File: src/rtl/wdt_cfg_pkg.sv
package wdt_cfg_pkg;
  localparam int DW = 8;

  localparam logic [DW-1:0] KEY_OPEN  = 8'h87;
  localparam logic [DW-1:0] KEY_CLOSE = 8'hAA;
  localparam logic [DW-1:0] IDX_PAGE  = 8'h07;
  localparam logic [DW-1:0] PAGE_WDT  = 8'h08;
  localparam logic [DW-1:0] IDX_EN    = 8'h30;
  localparam logic [DW-1:0] IDX_UNIT  = 8'hF5;
  localparam logic [DW-1:0] IDX_TIMER = 8'hF6;
  localparam logic [DW-1:0] IDX_SRC   = 8'hF7;

  typedef enum logic [1:0] {LK_CLOSED, LK_HALF, LK_OPEN} lockSt_t;
  typedef enum logic [2:0] {RS_NONE, RS_EN, RS_UNIT, RS_TIMER, RS_SRC} rdSel_t;

  typedef struct packed {
    logic           enWr;
    logic           unitWr;
    logic           timerWr;
    logic           srcWr;
    logic [DW-1:0]  data;
    rdSel_t         rdSel;
  } dpCmd_t;
endpackage

File: src/rtl/wdt_cfg_ctrl.sv
module wdt_cfg_ctrl
  import wdt_cfg_pkg::*;
(
  input  logic          clk,
  input  logic          rstN,
  input  logic          wrEn,
  input  logic          portSel,
  input  logic [DW-1:0] wrData,
  output dpCmd_t        cmd,
  output logic          pageRd,
  output logic [DW-1:0] pageVal
);
  lockSt_t       state;
  logic [DW-1:0] idx;
  logic [DW-1:0] page;
  logic          idxWr, dataWr, isOpen, onPage;

  assign idxWr  = wrEn & ~portSel;
  assign dataWr = wrEn & portSel;
  assign isOpen = (state == LK_OPEN);
  assign onPage = isOpen && (page == PAGE_WDT);

  always_ff @(posedge clk) begin
    if (!rstN) begin
      state <= LK_CLOSED;
      idx   <= '0;
      page  <= '0;
    end else begin
      if (idxWr) begin
        case (state)
          LK_CLOSED: state <= (wrData == KEY_OPEN) ? LK_HALF : LK_CLOSED;
          LK_HALF:   state <= (wrData == KEY_OPEN) ? LK_OPEN : LK_CLOSED;
          LK_OPEN: begin
            if (wrData == KEY_CLOSE) state <= LK_CLOSED;
            else                     idx   <= wrData;
          end
          default:   state <= LK_CLOSED;
        endcase
      end
      if (dataWr && isOpen && idx == IDX_PAGE) page <= wrData;
    end
  end

  always_comb begin
    cmd         = '0;
    cmd.data    = wrData;
    cmd.rdSel   = RS_NONE;
    if (onPage) begin
      case (idx)
        IDX_EN:    begin cmd.rdSel = RS_EN;    cmd.enWr    = dataWr; end
        IDX_UNIT:  begin cmd.rdSel = RS_UNIT;  cmd.unitWr  = dataWr; end
        IDX_TIMER: begin cmd.rdSel = RS_TIMER; cmd.timerWr = dataWr; end
        IDX_SRC:   begin cmd.rdSel = RS_SRC;   cmd.srcWr   = dataWr; end
        default:   cmd.rdSel = RS_NONE;
      endcase
    end
  end

  assign pageRd  = isOpen && (idx == IDX_PAGE);
  assign pageVal = page;


  close_key_chk: assert property (@(posedge clk) disable iff (!rstN)
    (idxWr && isOpen && wrData == KEY_CLOSE) |=> (state == LK_CLOSED));


  stay_closed_chk: assert property (@(posedge clk) disable iff (!rstN)
    (state == LK_CLOSED && !(idxWr && wrData == KEY_OPEN)) |=> (state == LK_CLOSED));


  closed_no_strobe_chk: assert property (@(posedge clk) disable iff (!rstN)
    (state != LK_OPEN) |-> !(cmd.enWr || cmd.unitWr || cmd.timerWr || cmd.srcWr));
endmodule

File: src/rtl/wdt_cfg_dp.sv
module wdt_cfg_dp
  import wdt_cfg_pkg::*;
#(
  parameter int MIN_TICKS = 60,
  parameter int RST_PULSE = 16
) (
  input  logic          clk,
  input  logic          rstN,
  input  dpCmd_t        cmd,
  input  logic          tickEn,
  input  logic          kbdIrq,
  input  logic          mouseIrq,
  output logic [DW-1:0] dpRd,
  output logic          wdtRst
);
  localparam int PRE_W = $clog2(MIN_TICKS + 1);
  localparam int RST_W = $clog2(RST_PULSE + 1);
  localparam logic [PRE_W-1:0] PRE_LAST = PRE_W'(MIN_TICKS - 1);
  localparam logic [RST_W-1:0] RST_LEN  = RST_W'(RST_PULSE);

  logic             runEn, minMode, kbEn, msEn, tripped;
  logic [DW-1:0]    count, reloadVal;
  logic [PRE_W-1:0] pre;
  logic [RST_W-1:0] rstCnt;
  logic             armed, irqHit, blocked, stepOk, unitStep, fire;

  assign armed    = runEn & ~tripped;
  assign irqHit   = armed & ((kbEn & kbdIrq) | (msEn & mouseIrq));
  assign blocked  = cmd.timerWr | cmd.enWr | cmd.unitWr | irqHit;
  assign stepOk   = armed & tickEn & ~blocked;
  assign unitStep = stepOk & (~minMode | (pre == PRE_LAST));
  assign fire     = unitStep & (count <= 8'd1);

  always_ff @(posedge clk) begin
    if (!rstN) begin
      runEn     <= 1'b0;
      minMode   <= 1'b0;
      kbEn      <= 1'b0;
      msEn      <= 1'b0;
      tripped   <= 1'b0;
      count     <= '0;
      reloadVal <= '0;
      pre       <= '0;
      rstCnt    <= '0;
    end else begin
      if (cmd.enWr) begin
        runEn   <= cmd.data[0];
        tripped <= 1'b0;
      end
      if (cmd.unitWr) begin
        minMode <= cmd.data[3];
        pre     <= '0;
      end
      if (cmd.srcWr) begin
        kbEn <= cmd.data[6];
        msEn <= cmd.data[7];
      end
      if (cmd.timerWr) begin
        count     <= cmd.data;
        reloadVal <= cmd.data;
        tripped   <= 1'b0;
        pre       <= '0;
      end else if (irqHit) begin
        count <= reloadVal;
        pre   <= '0;
      end else if (stepOk) begin
        if (unitStep) begin
          pre <= '0;
          if (fire) begin
            count   <= '0;
            tripped <= 1'b1;
          end else begin
            count <= count - 8'd1;
          end
        end else begin
          pre <= pre + 1'b1;
        end
      end
      if (fire)             rstCnt <= RST_LEN;
      else if (rstCnt != 0) rstCnt <= rstCnt - 1'b1;
    end
  end

  assign wdtRst = (rstCnt != 0);

  always_comb begin
    case (cmd.rdSel)
      RS_EN:    dpRd = {7'b0, runEn};
      RS_UNIT:  dpRd = {4'b0, minMode, 3'b0};
      RS_TIMER: dpRd = count;
      RS_SRC:   dpRd = {msEn, kbEn, 6'b0};
      default:  dpRd = 8'hFF;
    endcase
  end


  expiry_pulse_chk: assert property (@(posedge clk) disable iff (!rstN)
    fire |=> (wdtRst && tripped && count == 8'd0));


  halt_hold_chk: assert property (@(posedge clk) disable iff (!rstN)
    (tripped && !cmd.timerWr && !cmd.enWr) |=> ($stable(count) && tripped));


  timer_load_chk: assert property (@(posedge clk) disable iff (!rstN)
    cmd.timerWr |=> (count == $past(cmd.data)));


  idle_hold_chk: assert property (@(posedge clk) disable iff (!rstN)
    (!runEn && !cmd.timerWr) |=> $stable(count));
endmodule

File: src/rtl/wdt_cfg_port.sv
module wdt_cfg_port
  import wdt_cfg_pkg::*;
#(
  parameter int MIN_TICKS = 60,
  parameter int RST_PULSE = 16
) (
  input  logic       clk,
  input  logic       rstN,
  input  logic       wrEn,
  input  logic       portSel,
  input  logic [7:0] wrData,
  output logic [7:0] rdData,
  input  logic       tickEn,
  input  logic       kbdIrq,
  input  logic       mouseIrq,
  output logic       wdtRst
);
  dpCmd_t        cmd;
  logic          pageRd;
  logic [DW-1:0] pageVal, dpRd;

  wdt_cfg_ctrl u_ctrl (
    .clk(clk), .rstN(rstN), .wrEn(wrEn), .portSel(portSel), .wrData(wrData),
    .cmd(cmd), .pageRd(pageRd), .pageVal(pageVal)
  );

  wdt_cfg_dp #(.MIN_TICKS(MIN_TICKS), .RST_PULSE(RST_PULSE)) u_dp (
    .clk(clk), .rstN(rstN), .cmd(cmd), .tickEn(tickEn), .kbdIrq(kbdIrq),
    .mouseIrq(mouseIrq), .dpRd(dpRd), .wdtRst(wdtRst)
  );

  assign rdData = pageRd ? pageVal : dpRd;
endmodule

File: config.mk
export PLATFORM = sky130hd
export DESIGN_NAME = wdt_cfg_port
export DESIGN_NICKNAME = d
export VERILOG_FILES = /design/src/rtl/wdt_cfg_pkg.sv /design/src/rtl/wdt_cfg_ctrl.sv /design/src/rtl/wdt_cfg_dp.sv /design/src/rtl/wdt_cfg_port.sv
export SDC_FILE = /design/constraint.sdc
export NUM_CORES = 1
export LEC_CHECK = 0
export BUFFER_PORTS_ARGS = -buffer_cell sky130_fd_sc_hd__buf_2
export CAP_MARGIN = 25
export CELL_PAD_IN_SITES_DETAIL_PLACEMENT = 2
export CELL_PAD_IN_SITES_GLOBAL_PLACEMENT = 2
export CORE_MARGIN = 4
export CORE_UTILIZATION = 38
export CTS_CLUSTER_SIZE = 16
export DETAILED_ROUTE_END_ITERATION = 7
export PLACE_DENSITY = 0.87
export SLEW_MARGIN = 10
export SYNTH_ARGS = -nofsm -noshare
export SYNTH_HDL_FRONTEND = slang
export SYNTH_SLANG_ARGS = --single-unit
File: constraint.sdc
create_clock -name clk -period 3.79 [get_ports clk]
set_input_delay 0.1895 -clock clk [delete_from_list [all_inputs] [get_ports clk]]
set_output_delay 0.1895 -clock clk [all_outputs]
set_load 0.02 [all_outputs]
Word level (Yosys, flattened, before mapping)
Index checks and enable logic that the tools add are counted.
{ "classes": {"mux": 28, "bitwise": 21, "eq_ne": 16, "n_reduce_logical": 16, "n_addsub": 3, "magnitude_cmp": 1} }
{ "ops": {"columns": ["cell", "n"], "rows": [
  ["$mux W8", 6],
  ["$eq A8 B8 Y1 const B", 5],
  ["$pmux W8 S4", 1],
  ["$mux W6", 3],
  ["$pmux W3 S4", 1],
  ["$and A1 B1 Y1", 10],
  ["$mux W1", 10],
  ["$mux W5", 2],
  ["$eq A8 B3 Y1 const B", 1],
  ["$eq A8 B4 Y1 const B", 1],
  ["$eq A8 B6 Y1 const B", 1],
  ["$le A8 B1 Y1 const B", 1],
  ["$sub A8 B1 Y8 const B", 1],
  ["$add A6 B1 Y6 const B", 1],
  ["$eq A3 B2 Y1 const B", 2],
  ["$eq A6 B6 Y1 const B", 1],
  ["$not A1 Y1", 6],
  ["$pmux W2 S3", 1],
  ["$reduce_bool A3 Y1", 2],
  ["$or A1 B1 Y1", 5],
  ["$reduce_bool A5 Y1", 1],
  ["$sub A5 B1 Y5 const B", 1],
  ["$logic_and A1 B1 Y1", 4],
  ["$mux W2", 2],
  ["other kinds (13)", 16]
]} }
{ "word_totals": {"output_inout_bits": 9, "inputBits": 15, "ff_bits": 50, "elab_cells": 98} }

Depth between registers and ports, before layout
{ "depth": {"ltp_word": 15, "ltp_mapped": 8, "depth_no_buf": 7} }

Modules after synthesis
Synthesis repeated with hierarchy kept, for this count alone.
{ "unflattened": {"hier_cells": 345, "hier_area_um2": 2982.9} }
{ "modules_own_cells": {"columns": ["mod", "area_per_inst_um2", "instances", "cells_each"], "rows": [
  ["wdt_cfg_dp", 1846.8, 1, 226],
  ["wdt_cfg_ctrl", 1004.7, 1, 110],
  ["wdt_cfg_port", 131.4, 1, 9]
]} }

Worst setup path before layout
No wires, ideal clock.
{ "synth_path": {"path_type": "register to output", "startpoint": "register u_ctrl.page[7], in the netlist u_ctrl.pageVal[7]", "endpoint": "output rdData[0]", "setup_slack_ns": 1.664, "required_ns": 3.601, "path_stages_with_launch": 7, "arrival_time_ns": 1.936, "cell_sequence": "dfxtp_1 nor4b_4 nand3_4 or2_2 nor2_1 nand2_1 a31oi_1"} }
{ "synth_between": {"elab_chain_cells": 6, "elab_cells_between_ends": 9, "cone_classes": "eq/ne: 5; mux: 3; reduce/logical: 1"} }
{ "synth_rtl": {"columns": ["item", "line_no", "text"], "rows": [
  ["from (decl)", "wdt_cfg_ctrl.sv:15", "logic [DW-1:0] page;"],
  ["from (signal assigned)", "wdt_cfg_ctrl.sv:40", "if (dataWr && isOpen && idx == IDX_PAGE) page <= wrData;"],
  ["$eq A8 B4 Y1 *", "wdt_cfg_ctrl.sv:21", "assign onPage = isOpen && (page == PAGE_WDT);"],
  ["$logic_and A1 B1 Y1 *", "wdt_cfg_ctrl.sv:21", null],
  ["$mux W3 *", "wdt_cfg_ctrl.sv:48", "if (onPage) begin"],
  ["$eq A3 B3 Y1, or another cell as far along", "wdt_cfg_dp.sv:87", "case (cmd.rdSel)"],
  ["$pmux W8 S4 *", "wdt_cfg_dp.sv:87", null],
  ["$mux W8 *", "wdt_cfg_port.sv:32", "assign rdData = pageRd ? pageVal : dpRd;"],
  ["to (decl)", "wdt_cfg_port.sv:12", "output logic [7:0] rdData,"]
]} }
Mark *: on every way between the ends. The rest lies on a longest branch, timed or not.

Worst setup path after layout
{ "layout_path": {"startpoint": "register u_ctrl.state[1]", "endpoint": "output rdData[6]"} }
{ "layout_between": {"elab_chain_cells": 6, "elab_cells_between_ends": 10, "cone_classes": "eq/ne: 5; mux: 3; reduce/logical: 2"} }
{ "layout_rtl": {"columns": ["item", "line_no", "text"], "rows": [
  ["from (decl)", "wdt_cfg_ctrl.sv:13", "lockSt_t state;"],
  ["from (signal assigned)", "wdt_cfg_ctrl.sv:31", "LK_CLOSED: state <= (wrData == KEY_OPEN) ? LK_HALF : LK_CLOSED;"],
  ["from (signal assigned)", "wdt_cfg_ctrl.sv:32", "LK_HALF: state <= (wrData == KEY_OPEN) ? LK_OPEN : LK_CLOSED;"],
  ["$eq A2 B2 Y1 *", "wdt_cfg_ctrl.sv:20", "assign isOpen = (state == LK_OPEN);"],
  ["$logic_and A1 B1 Y1", "wdt_cfg_ctrl.sv:21", null],
  ["$mux W3", "wdt_cfg_ctrl.sv:48", null],
  ["$eq A3 B3 Y1, or another cell as far along", "wdt_cfg_dp.sv:87", null],
  ["$pmux W8 S4", "wdt_cfg_dp.sv:87", null],
  ["$mux W8 *", "wdt_cfg_port.sv:32", null]
]} }
Marks and branches as above.

==> impl_metrics.csv <==
group,metric,value,unit
timing,fin_skew,0.00344,ns
setup_path,rr_endpoint,"u_dp.count[4]$_SDFFE_PN0P_",
route,antenna_left,0,
synth,synth.most_common_cell,"nand2_1",
route,initialDrtViolationCount,131,
timing,worstMarginPinSlew,0.991,ns
placement,io_buffers,23,
layout,seq_area,1000,um^2
route,vias,2653,
global_routing,grt_pass1_wl,15100,um
global_routing,grt_max_degree,34,
floorplanning,start_util,40.0,%
setup_path,crit_type,"reg2out",
synth,syn_inst,341,
synth,synth_flop_cell,"dfxtp_1",
cts,cts_tree,"yes",
setup_path,crit_required,3.60,ns
layout,drive_gt1_share,13.2,%
floorplanning,floorplan.rows,30,
synth,synth_area,2780,um^2
cts,clock_path_buffers,2,
cts,cts-root-buf,"clkbuf_8",
cts,hold_buffers,0,
placement,dpl.cell_count,453,
synth,synthTopCellsByArea,"dfxtp_1 (36%), mux2i_1 (7.9%), nand2_1 (7.0%), nor2_1 (6.8%), a21oi_1 (4.3%)",
floorplanning,die_area,8740,um^2
synth,synth_top_cell_area_share,36.0,%
outcome,outcome,"complete, no violations",
power_and_ir_drop,p_leak,1.08,nW
layout,nets,385,
global_routing,grt_pass1_vias,2785,
timing,drv_slew,0,
global_routing,grt-ovfl-total,0,
synth,yosysUniqueCellTypes,61,
worst_hold_path,min_to,"u_dp.count[0]$_SDFFE_PN0P_",
timing,max_freq,353,MHz
synth,synthTopCellsByCount,"nand2_1 (52), dfxtp_1 (50), nor2_1 (50)",
timing,finalSetupTns,0,ns
power_and_ir_drop,power_density,350,nW/um^2
setup_path,cp-start-kind,"register",
synth,syn_nets,361,
global_routing,track_usage,22.3,%
cts,cts_max_level,2,
job,cap_violations,0,
layout,final_cells,461,
worst_hold_path,holdPathStages,2,
power_and_ir_drop,ir_drop,0.260,mV
route,drc,0,
timing,relSlewSlack,33.5,%
synth,yosysWarnings,0,
setup_path,critPathLaunch,"u_ctrl.state[1]$_SDFFE_PN0P_",
cts,cts.sinks,50,
cts,numCtsBuffers,5,
route,dr.pass1.iters,4,
route,drt_wl_total,9260,um
cts,clk_latency,0.30,ns
layout,fillers,826,
timing,finalHoldViolCount,0,
synth,synth_edf_count,0,
synth,ys_seq_elements,50,
setup_path,cp-end-kind,"output pin",
synth,synth_area_leader_cell,"dfxtp_1",
worst_hold_path,holdCritStartpoint,"rstN",
layout,multiInputGateArea,1700,um^2
setup_path,rr_startpoint,"u_ctrl.idx[1]$_SDFFE_PN0P_",
route,via_per_inst,5.75,
floorplanning,die_y,93.5,um
synth,yosysSeqAreaShare,36.0,%
layout,syn_to_final_growth,10.4,%
worst_hold_path,holdCritPathClass,"in2reg",
floorplanning,core,6940,um^2
global_routing,antenna_found_initial,0,
timing,final.min_clock_period,2.83,ns
setup_path,cp_max_fo,8,
placement,dp_hpwl,7150,um
layout,antenna_cells,0,
synth,avgSynthCellArea,8.15,um^2
setup_path,ff2ff_setup_slack,1.20,ns
floorplanning,die_x,93.5,um
setup_path,reg2reg_depth,6,
synth,async_reset_ff_share,0,%
timing,period_share,74.7,%
cts,cts_setup_buffers,0,
floorplanning,ioPinCount,24,
placement,place_congestion,0.907,
setup_path,worstPathArrival,2.64,ns
timing,rsz0062_at_grt,"false",
cts,cts_resized,0,
timing,final-setup-viol-count,0,
route,wl_per_cell,20.1,um
cts,clk_pin_slew_worst_paths,0.09,ns
-- cell usage in the layout (no fill, tap or decap), types with 3 or more instances in the layout --
master	Yosys	layout
and3_1	3	3
dfxtp_1	50	50
nor2b_1	3	3
nor2_1	50	50
mux2i_1	22	22
o2bb2ai_1	4	4
ha_1	5	5
o21ai_1	5	5
nand3_1	9	9
xnor2_1	3	3
o21ai_0	5	5
nor4_1	3	3
nand3b_1	4	4
or2_2	4	4
nor3_1	9	9
nand2_1	52	52
a22o_1	4	4
o211ai_1	6	6
a21oi_1	24	24
nand4_1	5	5
buf_2	1	24
clkbuf_8	0	5
a211oi_1	3	3
nand2b_1	5	5
a31oi_1	4	4
inv_1	8	8
-- layer usage --
metal | up-vias | GRT usage (%) | wire length [um]
met5 | - | 0 | 0
met4 | 0 | 4.64 | 60
met3 | 6 | 3.22 | 285
met2 | 38 | 36.9 | 4380
met1 | 1332 | 30.9 | 4530
li1 | 1277 | - | -
-- worst max-delay path: stages, from the launching register on --
cell	delay (ns)
dfxtp_1	0.40
nor2b_1	0.41
nand3_4	0.20
a211oi_1	0.86
a31oi_1	0.24
buf_2	0.22
-- worst max path at each step --
stage | cells past startpoint | slack [ns] | endpoint
after floorplan | 6 | 1.66 | rdData[0]
after global placement | 6 | 1.33 | u_dp.count[3]$_SDFFE_PN0P_
after detailed placement | 6 | 1.30 | u_dp.count[4]$_SDFFE_PN0P_
after CTS | 5 | 1.01 | rdData[7]
after global routing | 7 | 0.80 | rdData[5]
final | 5 | 0.96 | rdData[6]
-- cells by family after synthesis --
family,Yosys count,synth area share [%]
adder cells (fa/ha/maj),5,2.25
AO/OA/AOI/OAI,72,17.3
AND/OR/NAND/NOR,171,32.6
multiplexers,22,7.93
flip-flops,50,36.0
XOR/XNOR,4,1.26
buffers and inverters,17,2.61
-- sequential cells by signal (all words and copies together), names as in the netlist --
signal,count
u_dp.runEn,1
u_ctrl.idx,8
u_dp.count,8
u_ctrl.pageVal,8
u_dp.rstCnt,5
u_dp.reloadVal,8
u_dp.tripped,1
u_dp.msEn,1
u_dp.minMode,1
u_dp.pre,6
u_dp.kbEn,1
u_ctrl.state,2
-- final cells by class --
class / instances / share of cell area (%)
multi-input cells: 274 / 55.6
flip-flops and latches: 50 / 32.7
repair buffers: 25 / 4.16
well taps: 96 / 3.92
clock buffers: 5 / 2.24
inverters: 9 / 1.10
clock inverters: 2 / 0.327
-- report_power, final --
group          switching [mW]  total, mW  internal (mW)
clock network           0.177      0.302          0.124
registers              0.0224      0.574          0.551
logic                   0.117      0.197         0.0805
total                   0.316       1.07          0.756
-- stage by stage --
step / hold slack [ns] / total power, mW / util (%) / worst slack (ns) / instance area, um^2
floorplan: 0.328 / 0.722 / - / 1.66 / 2780
detailed placement: 0.448 / 0.787 / 42.9 / 1.30 / 2980
finish: 0.180 / 1.07 / 44.1 / 0.959 / 3070
CTS: 0.166 / 1.09 / 44.1 / 1.01 / 3060
global placement: 0.439 / 0.774 / 42.9 / 1.33 / 2980
global route: 0.178 / 1.14 / 44.1 / 0.799 / 3070
(Power assumes the default switching activity.)
